[config.mk]
export PLATFORM = sky130hd
export DESIGN_NAME = dyn_odt_ctrl
export DESIGN_NICKNAME = d
export VERILOG_FILES = /design/src/rtl/dodt_pkg.sv /design/src/rtl/odt_lat_pipe.sv /design/src/rtl/odt_wr_window.sv /design/src/rtl/odt_hold_mon.sv /design/src/rtl/dyn_odt_ctrl.sv
export SDC_FILE = /design/constraint.sdc
export NUM_CORES = 1
export LEC_CHECK = 0
export BUFFER_PORTS_ARGS = -buffer_cell sky130_fd_sc_hd__buf_2
export CAP_MARGIN = 20
export CORE_ASPECT_RATIO = 0.9
export CORE_UTILIZATION = 40
export CTS_BUF_LIST = sky130_fd_sc_hd__clkbuf_16
export DETAILED_ROUTE_END_ITERATION = 12
export MAX_ROUTING_LAYER = met4
export PLACE_DENSITY = 0.54
export SYNTH_ARGS = -nofsm -noshare
export SYNTH_HDL_FRONTEND = slang
export SYNTH_SLANG_ARGS = --single-unit
[constraint.sdc]
create_clock -name clk -period 3.71 [get_ports clk]
set_input_delay 0.5565 -clock clk [delete_from_list [all_inputs] [get_ports clk]]
set_output_delay 0.5565 -clock clk [all_outputs]
set_load 0.01 [all_outputs]
[src/rtl/dodt_pkg.sv]
package dodt_pkg;

   typedef enum logic [1:0] {
      RTT_OFF = 2'd0,
      RTT_NOM = 2'd1,
      RTT_WR  = 2'd2
   } rtt_sel_e;

   // write-strength window lengths per burst kind
   localparam int unsigned SPAN_CHOP = 4;
   localparam int unsigned SPAN_FULL = 6;
   // minimum consecutive high samples after a rising enable
   localparam int unsigned MIN_HIGH  = 4;
   // counter width able to hold the longest span minus one
   localparam int unsigned SPAN_W    = 3;

endpackage

[src/rtl/odt_lat_pipe.sv]
module odt_lat_pipe #(
   parameter int unsigned W     = 3,
   parameter int unsigned DEPTH = 14,
   parameter int unsigned IDX_W = 5
) (
   input  logic             clk,
   input  logic             rst,
   input  logic [W-1:0]     din,
   input  logic [IDX_W-1:0] tap_idx,
   output logic [W-1:0]     tap
);

   if (DEPTH < 2) begin : g_bad_depth
      $error("odt_lat_pipe: DEPTH must be at least 2");
   end
   if ((1 << IDX_W) < DEPTH) begin : g_bad_idx
      $error("odt_lat_pipe: IDX_W too narrow for DEPTH");
   end

   logic [DEPTH-1:0][W-1:0] stg;
   logic [DEPTH-1:0][W-1:0] masked;

   always_ff @(posedge clk) begin
      if (rst) stg <= '0;
      else     stg <= {stg[DEPTH-2:0], din};
   end

   // one-hot AND-OR tap selection, one slice per stage
   for (genvar g = 0; g < DEPTH; g++) begin : g_tap
      assign masked[g] = (tap_idx == IDX_W'(g)) ? stg[g] : '0;
   end

   always_comb begin
      tap = '0;
      for (int i = 0; i < DEPTH; i++) tap = tap | masked[i];
   end

   // the requested offset must exist in the pipeline
   p_tap_range_r12: assert property (@(posedge clk) disable iff (rst)
      tap_idx < IDX_W'(DEPTH));

endmodule

[src/rtl/odt_wr_window.sv]
module odt_wr_window
   import dodt_pkg::*;
(
   input  logic clk,
   input  logic rst,
   input  logic arrive,
   input  logic chop,
   output logic active
);

   logic [SPAN_W-1:0] left_q;
   logic [SPAN_W-1:0] load_v;
   logic [SPAN_W-1:0] dec_v;
   logic [SPAN_W-1:0] left_n;

   always_comb begin
      if (!arrive)  load_v = '0;
      else if (chop) load_v = SPAN_W'(SPAN_CHOP - 1);
      else          load_v = SPAN_W'(SPAN_FULL - 1);
      dec_v  = (left_q != '0) ? left_q - 1'b1 : '0;
      // union of overlapping windows: keep the later end
      left_n = (load_v > dec_v) ? load_v : dec_v;
      active = arrive || (left_q != '0);
   end

   always_ff @(posedge clk) begin
      if (rst) left_q <= '0;
      else     left_q <= left_n;
   end

   // remaining window never exceeds the longest span
   p_span_cap_r6: assert property (@(posedge clk) disable iff (rst)
      left_q <= SPAN_W'(SPAN_FULL - 1));

   // without a new write the window drains one per cycle
   p_drain_r5: assert property (@(posedge clk) disable iff (rst)
      (left_q != '0 && !arrive) |=> (left_q == $past(left_q) - 1'b1));

endmodule

[src/rtl/odt_hold_mon.sv]
module odt_hold_mon
   import dodt_pkg::*;
#(
   parameter int unsigned CYC_W = 16
) (
   input  logic             clk,
   input  logic             rst,
   input  logic             odt_in,
   input  logic             wr_cmd,
   input  logic             wr_chop,
   output logic             viol,
   output logic [CYC_W-1:0] viol_cycle
);

   if (CYC_W < 4) begin : g_bad_cyc
      $error("odt_hold_mon: CYC_W too small");
   end

   logic             odt_prev_q;
   logic [SPAN_W-1:0] rem_q;
   logic [SPAN_W-1:0] rem_n;
   logic [SPAN_W-1:0] req_v;
   logic [SPAN_W-1:0] start_v;
   logic             hit_v;
   logic [CYC_W-1:0] cyc_q;

   always_comb begin
      if (!wr_cmd)     req_v = '0;
      else if (wr_chop) req_v = SPAN_W'(SPAN_CHOP - 1);
      else             req_v = SPAN_W'(SPAN_FULL - 1);
      if (!odt_prev_q)        start_v = SPAN_W'(MIN_HIGH - 1);
      else if (rem_q != '0)   start_v = rem_q - 1'b1;
      else                    start_v = '0;
      hit_v = !odt_in && (rem_q != '0);
      if (odt_in) rem_n = (req_v > start_v) ? req_v : start_v;
      else        rem_n = '0;
   end

   always_ff @(posedge clk) begin
      if (rst) begin
         odt_prev_q <= 1'b0;
         rem_q      <= '0;
         cyc_q      <= '0;
         viol       <= 1'b0;
         viol_cycle <= '0;
      end else begin
         odt_prev_q <= odt_in;
         rem_q      <= rem_n;
         cyc_q      <= cyc_q + 1'b1;
         if (hit_v) begin
            viol       <= 1'b1;
            viol_cycle <= cyc_q;
         end
      end
   end

   // violation is sticky until reset
   p_sticky_r9: assert property (@(posedge clk) disable iff (rst)
      viol |=> viol);

   // captured index only moves on a low sample
   p_capture_r9: assert property (@(posedge clk) disable iff (rst)
      odt_in |=> $stable(viol_cycle));

   // required run never exceeds the full-burst span
   p_rem_cap_r10: assert property (@(posedge clk) disable iff (rst)
      rem_q <= SPAN_W'(SPAN_FULL - 1));

endmodule

[src/rtl/dyn_odt_ctrl.sv]
module dyn_odt_ctrl
   import dodt_pkg::*;
#(
   parameter int unsigned WL_MIN = 5,
   parameter int unsigned WL_MAX = 16,
   parameter int unsigned CYC_W  = 16,
   localparam int unsigned WL_W  = $clog2(WL_MAX + 1)
) (
   input  logic             clk,
   input  logic             rst,
   input  logic [WL_W-1:0]  wl,
   input  logic             odt_in,
   input  logic             wr_cmd,
   input  logic             wr_bc4,
   output logic [1:0]       rtt_sel,
   output logic             rtt_half_flag,
   output logic             odt_viol,
   output logic [CYC_W-1:0] viol_cycle
);

   localparam int unsigned DEPTH = WL_MAX - 2;
   localparam int unsigned EV_W  = 3;

   if (WL_MIN < 5) begin : g_bad_min
      $error("dyn_odt_ctrl: WL_MIN below 5 leaves too few pipeline stages");
   end
   if (WL_MAX < WL_MIN) begin : g_bad_range
      $error("dyn_odt_ctrl: WL_MAX below WL_MIN");
   end

   logic [EV_W-1:0] ev_in;
   logic [EV_W-1:0] ev_tap;
   logic [WL_W-1:0] tap_idx;
   logic            wr_arr;
   logic            chop_arr;
   logic            odt_arr;
   logic            wr_act;
   rtt_sel_e        sel_q;
   rtt_sel_e        sel_n;
   logic            flag_q;
   logic            flag_n;

   assign ev_in   = {wr_cmd, wr_bc4, odt_in};
   // event sampled at edge n must act at edge n+WL-2: tap index WL-3
   assign tap_idx = wl - WL_W'(3);
   assign {wr_arr, chop_arr, odt_arr} = ev_tap;

   odt_lat_pipe #(
      .W     (EV_W),
      .DEPTH (DEPTH),
      .IDX_W (WL_W)
   ) u_pipe (
      .clk     (clk),
      .rst     (rst),
      .din     (ev_in),
      .tap_idx (tap_idx),
      .tap     (ev_tap)
   );

   odt_wr_window u_win (
      .clk    (clk),
      .rst    (rst),
      .arrive (wr_arr),
      .chop   (chop_arr),
      .active (wr_act)
   );

   odt_hold_mon #(
      .CYC_W (CYC_W)
   ) u_hold (
      .clk        (clk),
      .rst        (rst),
      .odt_in     (odt_in),
      .wr_cmd     (wr_cmd),
      .wr_chop    (wr_bc4),
      .viol       (odt_viol),
      .viol_cycle (viol_cycle)
   );

   always_comb begin
      if (wr_act)       sel_n = RTT_WR;
      else if (odt_arr) sel_n = RTT_NOM;
      else              sel_n = RTT_OFF;
      flag_n = (sel_n != sel_q) && !(sel_q == RTT_OFF && sel_n == RTT_NOM);
   end

   always_ff @(posedge clk) begin
      if (rst) begin
         sel_q  <= RTT_OFF;
         flag_q <= 1'b0;
      end else begin
         sel_q  <= sel_n;
         flag_q <= flag_n;
      end
   end

   assign rtt_sel       = sel_q;
   assign rtt_half_flag = flag_q;

   // reset forces the selector off and the marker low
   p_reset_off_r1: assert property (@(posedge clk)
      rst |=> (rtt_sel == 2'd0 && !rtt_half_flag));

   // an open write window wins over any delayed level
   p_wr_prio_r8: assert property (@(posedge clk) disable iff (rst)
      wr_act |=> (rtt_sel == 2'd2));

   // delayed high level without a window gives nominal
   p_nom_follow_r2: assert property (@(posedge clk) disable iff (rst)
      (!wr_act && odt_arr) |=> (rtt_sel == 2'd1));

   // delayed low level without a window gives off
   p_off_follow_r3: assert property (@(posedge clk) disable iff (rst)
      (!wr_act && !odt_arr) |=> (rtt_sel == 2'd0));

   // marker only follows an actual change, never off to nominal
   p_flag_change_r11: assert property (@(posedge clk) disable iff (rst)
      rtt_half_flag |-> (rtt_sel != $past(rtt_sel)) &&
                        !($past(rtt_sel) == 2'd0 && rtt_sel == 2'd1));

   // write latency stays within the supported range
   p_wl_range_r12: assert property (@(posedge clk) disable iff (rst)
      (wl >= WL_W'(WL_MIN)) && (wl <= WL_W'(WL_MAX)));

endmodule

# [After elaboration in Yosys (flattened, before gate mapping)]
# Cells that the tools add are included.
[classes] reduce_logical=11 bitwise_logic=14 add_sub_neg=4 eq_ne=15 mux=25 magnitude_cmp=2
[op_table] cell="$mux 3" count=23
[op_table] cell="$or 3x3->3" count=13
[op_table] cell="$eq 5x4->1 const B" count=6
[op_table] cell="$eq 5x3->1 const B" count=4
[op_table] cell="$add 16x1->16 const B" count=1
[op_table] cell="$eq 5x2->1 const B" count=2
[op_table] cell="$gt 3x3->1" count=2
[op_table] cell="$reduce_bool 3->1" count=2
[op_table] cell="$sub 3x1->3 const B" count=2
[op_table] cell="$eq 5x1->1 const B" count=1
[op_table] cell="$logic_not 5->1" count=1
[op_table] cell="$sub 5x2->5 const B" count=1
[op_table] cell="$logic_and 1x1->1" count=3
[op_table] cell="$eq 2x1->1 const B" count=1
[op_table] cell="$logic_not 1->1" count=2
[op_table] cell="$logic_not 2->1" count=1
[op_table] cell="$mux 2" count=1
[op_table] cell="$ne 2x2->1" count=1
[op_table] cell="$reduce_or 2->1" count=1
[op_table] cell="$logic_or 1x1->1" count=1
[op_table] cell="$mux 1" count=1
[op_table] cell="$not 1->1" count=1
[word_totals] regBits=85 output_inout_bits=20 wordCells=93 input_bits=10

# [Depth between registers and ports, before layout]
[depth] word_depth=22 mapped_depth=13 ltp_nobuf=11

# [Hierarchy]
# Synthesis repeated with hierarchy kept, for this count alone.
[hier_totals] hier_cells=382 area_unflattened_um2=3553.4
[modules_own_cells] module="odt_lat_pipe" seq_area_each_um2=840.8 area_per_inst_um2=1607.8 n_inst=1 cells_each=154
[modules_own_cells] module="odt_hold_mon" seq_area_each_um2=740.7 area_per_inst_um2=1537.7 n_inst=1 cells_each=180
[modules_own_cells] module="odt_wr_window" seq_area_each_um2=60.1 area_per_inst_um2=247.7 n_inst=1 cells_each=32
[modules_own_cells] module="dyn_odt_ctrl" seq_area_each_um2=60.1 area_per_inst_um2=160.2 n_inst=1 cells_each=16

# [Worst setup path after synthesis]
# Ideal clock, no wire load.
[synth_path] path_type="in2reg" from="in wl[0]" to="reg u_win.left_q[2]" n_path_buf=1 t_required_ns=3.614 stages=12 setup_time_ns=0.096 arrival_time_ns=2.863 path_slack_ns=0.751 cell_sequence="buf_6 -> mux2_4 -> a221o_1 -> and3_4 -> o32ai_2 -> inv_1 -> ha_1 -> nor2b_1 -> o21ai_0 -> a32oi_1 -> or3_1 -> o41ai_2"
[synth_via] elab_chain_len=20 word_cells_on_any_way=46 classes_between="1 x add/sub; 1 x order compare; 13 x eq/ne; 17 x mux; 13 x bitwise; 1 x reduce/logical"
[synth_lines] element="from (decl)" line_no="dyn_odt_ctrl.sv:11" text="input logic [WL_W-1:0] wl,"
[synth_lines] element="$sub 5x2->5 *" line_no="dyn_odt_ctrl.sv:45" text="assign tap_idx = wl - WL_W'(3);"
[synth_lines] element="$eq 5x1->1 / $logic_not 5->1 (equally long branches)" line_no="odt_lat_pipe.sv:30" text="assign masked[g] = (tap_idx == IDX_W'(g)) ? stg[g] : '0;"
[synth_lines] element="$mux 3" line_no="odt_lat_pipe.sv:30"
[synth_lines] element="$or 3x3->3 (12 in a row)" line_no="odt_lat_pipe.sv:35" text="for (int i = 0; i < DEPTH; i++) tap = tap | masked[i];"
[synth_lines] element="$or 3x3->3 *" line_no="odt_lat_pipe.sv:35"
[synth_lines] element="$mux 3" line_no="odt_wr_window.sv:18" text="else if (chop) load_v = SPAN_W'(SPAN_CHOP - 1);"
[synth_lines] element="$mux 3 *" line_no="odt_wr_window.sv:17" text="if (!arrive) load_v = '0;"
[synth_lines] element="$gt 3x3->1" line_no="odt_wr_window.sv:22" text="left_n = (load_v > dec_v) ? load_v : dec_v;"
[synth_lines] element="$mux 3 *" line_no="odt_wr_window.sv:22"
[synth_lines] element="to (signal assigned)" line_no="odt_wr_window.sv:28" text="else left_q <= left_n;"
[synth_lines] element="to (decl)" line_no="odt_wr_window.sv:11" text="logic [SPAN_W-1:0] left_q;"
# Mark *: on every way between the ends. The rest lies on a longest branch, timed or not.
# A chain may end at the register's enable or synchronous reset.

# [Final worst setup path]
# Same ends and word-level chain as after synthesis.

==> flow_metrics.env <==
export IMPL_fin_setup_tns_ns=0
export IMPL_final_hold_viol_count=0
export IMPL_leakage_uw=0.00158
export IMPL_area_growth_syn_to_layout_pct=15.1
export IMPL_drt_iter0_drc=130
export IMPL_finalSetupViolCount=0
export IMPL_io_buffer_count=29
export IMPL_yosysUniqueCellTypes=56
export IMPL_ctsHoldBuffers=0
export IMPL_finish_utilization=0.473
export IMPL_ios=30
export IMPL_avgSynthCellArea_um2=9.20
export IMPL_rsz0062_at_grt="false"
export IMPL_n_antenna_cell=0
export IMPL_max_stage_delay_ns=0.36
export IMPL_cpMaxStageDelayCell="a221o_1"
export IMPL_antenna_found_initial=0
export IMPL_syn_instance_count=381
export IMPL_ys_async_sr_fraction=0
export IMPL_seq_area_um2=1680
export IMPL_p_int_uw=1610
export IMPL_grt_pass1_wl_um=11900
export IMPL_report_final_slew_viol_count=0
export IMPL_postCtsSetupBuffers=0
export IMPL_worstMarginPinSlew_ns=0.687
export IMPL_fin_cells=526
export IMPL_clkTransAtPathRegs_ns=0.06
export IMPL_status="completed"
export IMPL_pre_cts_slack_ns=0.393
export IMPL_ys_seq_elements=84
export IMPL_initial_core_util=0.411
export IMPL_synth_nets=400
export IMPL_wl_per_cell_um=12.8
export IMPL_hold_class="flop to flop"
export IMPL_final_cell_mix="dfxtp_1, nor2b_1, nand2_1, buf_2, nor2_1"
export IMPL_drv_cap=0
export IMPL_nFillCells=846
export IMPL_ir_worst_vdd_v=0.000214
export IMPL_use_met3=0.0449
export IMPL_synth_edf_count=0
export IMPL_worstHoldStart="u_hold.viol_cycle[1]"
export IMPL_power_density_nw_per_um2=525
export IMPL_use_met2=0.243
export IMPL_p_sw_uw=511
export IMPL_regToRegStartpoint="u_pipe.stg[23]"
export IMPL_clk_latency_ns=0.33
export IMPL_combPwrFrac=0.101
export IMPL_track_usage=0.172
export IMPL_period_needed_ns=2.97
export IMPL_ctsResizeCount=0
export IMPL_viasPerCell=4.83
export IMPL_die_w_um=101
export IMPL_cts_tree="built"
export IMPL_num_vias=2542
export IMPL_startpoint="wl[0]"
export IMPL_cts_root_buf="clkbuf_16"
export IMPL_dieArea_um2=9140
export IMPL_drive_gt1_frac=0.140
export IMPL_clock_skew_ns=0.00399
export IMPL_clock_power_share=0.452
export IMPL_cts_htree_levels=3
export IMPL_synth_area_um2=3500
export IMPL_drt_pass1_iterations=4
export IMPL_setup_ws_ns=0.745
export IMPL_ant_nets=0
export IMPL_p_seq_frac=0.447
export IMPL_crit_required_ns=3.95
export IMPL_gp_congestion=0.778
export IMPL_use_met1=0.235
export IMPL_whs_ns=0.450
export IMPL_finalNetCount=421
export IMPL_grt_start_max_net_pins=42
export IMPL_ys_flop_type="dfxtp_1"
export IMPL_coreArea_um2=8530
export IMPL_setup_worst_path_end_class="flop"
export IMPL_grt_ovfl_total=0
export IMPL_crit_chain="buf_2, mux2_4, a221o_1, and3_4, o32ai_2, inv_1, ha_1, nor2b_1, o21ai_0, a32oi_1, or3_1, o41ai_2"
export IMPL_dp_cells=509
export IMPL_drc=0
export IMPL_hpwl_um=4650
export IMPL_cp_max_fo=16
export IMPL_worstPathArrival_ns=3.21
export IMPL_grt_pass1_vias=2465
export IMPL_crit_path_start_kind="primary input"
export IMPL_multi_input_area_um2=1670
export IMPL_cts_buffers=9
export IMPL_max_freq_ghz=0.337
export IMPL_rows=32
export IMPL_layout_commonest_cell="dfxtp_1"
export IMPL_path_class="primary input to flop"
export IMPL_max_slew_margin=0.542
export IMPL_yosysWarnings=0
export IMPL_min_period_over_period=0.799
export IMPL_clk_path_buf_depth=2
export IMPL_seq_area_frac_synth=0.480
export IMPL_swShare=0.241
export IMPL_die_h_um=90.8
export IMPL_cts_num_sinks=84
export IMPL_grt_busiest_layer="met2"
export IMPL_wirelength_um=6740
==> layout make-up <==
type,count,share of cell area
Multi-Input combinational cell,263,0.414
Clock inverter,7,0.0248
Tap cell,119,0.0369
Clock buffer,9,0.0558
Timing Repair Buffer,31,0.0397
Inverter,13,0.0121
Sequential cell,84,0.417
==> power groups by stage <==
| stage | registers, uW | logic [uW] | clock network, uW |
|---|---|---|---|
| 5_1_grt | 952 | 243 | 1030 |
| 6_report | 948 | 214 | 958 |
| 4_1_cts | 949 | 216 | 984 |
| 2_1_floorplan | 970 | 163 | 0 |
| 3_5_place_dp | 969 | 215 | 0 |
| 3_3_place_gp | 968 | 211 | 0 |
==> stage by stage <==
step           total power [uW]  cell area, um^2
5_1_grt                    2220             4040
3_5_place_dp               1180             3700
3_3_place_gp               1180             3700
4_1_cts                    2150             4030
6_report                   2120             4040
2_1_floorplan              1130             3500
==> state kept, by name (all words and copies together), names as in the netlist <==
signal and count:
rtt_sel 2, u_hold.viol_cycle 16, u_hold.cyc_q 16, u_hold.viol 1
u_hold.rem_q 3, u_win.left_q 3, rtt_half_flag 1, u_pipe.stg 42
==> critical path: cells and delay by family <==
kind	cells	cell delay (ns)
AO/OA/AOI/OAI	5	1.00
multiplexers	1	0.33
adder cells (fa/ha/maj)	1	0.31
AND/OR/NAND/NOR	3	0.66
buffers and inverters	2	0.37
==> layer usage <==
layer	routed length [um]	up-vias
met3	205	8
met1	3610	1180
met2	2860	26
li1	-	1328
met5	0	-
met4	68	0
==> Yosys cell counts, drive strengths merged, types with 2 or more instances <==
library cell | n | area (um^2)
a211oi | 3 | 22.5
a21oi | 24 | 120
a22oi | 3 | 22.5
a32oi | 3 | 26.3
and2 | 8 | 50.1
and3 | 3 | 23.8
and4 | 2 | 17.5
buf | 8 | 55.1
clkbuf | 13 | 48.8
dfxtp | 84 | 1680
ha | 9 | 113
inv | 13 | 48.8
mux2 | 3 | 37.5
mux2i | 6 | 60.1
nand2 | 40 | 150
nand2b | 7 | 43.8
nand3 | 13 | 65.1
nand3b | 4 | 30.0
nand4 | 7 | 43.8
nor2 | 28 | 105
nor2b | 47 | 294
nor3 | 3 | 26.3
nor4 | 2 | 12.5
o21ai | 6 | 30.0
o311ai | 2 | 17.5
o31ai | 3 | 22.5
or2 | 4 | 25.0
or3 | 4 | 25.0
xnor2 | 4 | 35.0
xor2 | 9 | 78.8
==> path summary, 6_finish.rpt <==
path         slack, ns                   end  depth (start not counted)
min reg2reg       0.45  u_hold.viol_cycle[1]                          2
min               0.45  u_hold.viol_cycle[1]                          2
max reg2reg       1.02       u_win.left_q[2]                         11
max               0.74       u_win.left_q[2]                         12
==> kinds of logic (layout without fill, tap and decap cells) <==
| group | after synthesis | in the layout | synth area share |
|---|---|---|---|
| buffers and inverters | 34 | 60 | 0.0436 |
| AO/OA/AOI/OAI | 56 | 56 | 0.108 |
| flip-flops | 84 | 84 | 0.480 |
| multiplexers | 10 | 10 | 0.0343 |
| AND/OR/NAND/NOR | 175 | 175 | 0.270 |
| adder cells (fa/ha/maj) | 9 | 9 | 0.0321 |
| XOR/XNOR | 13 | 13 | 0.0325 |
Power figures use the tool's default switching activity.
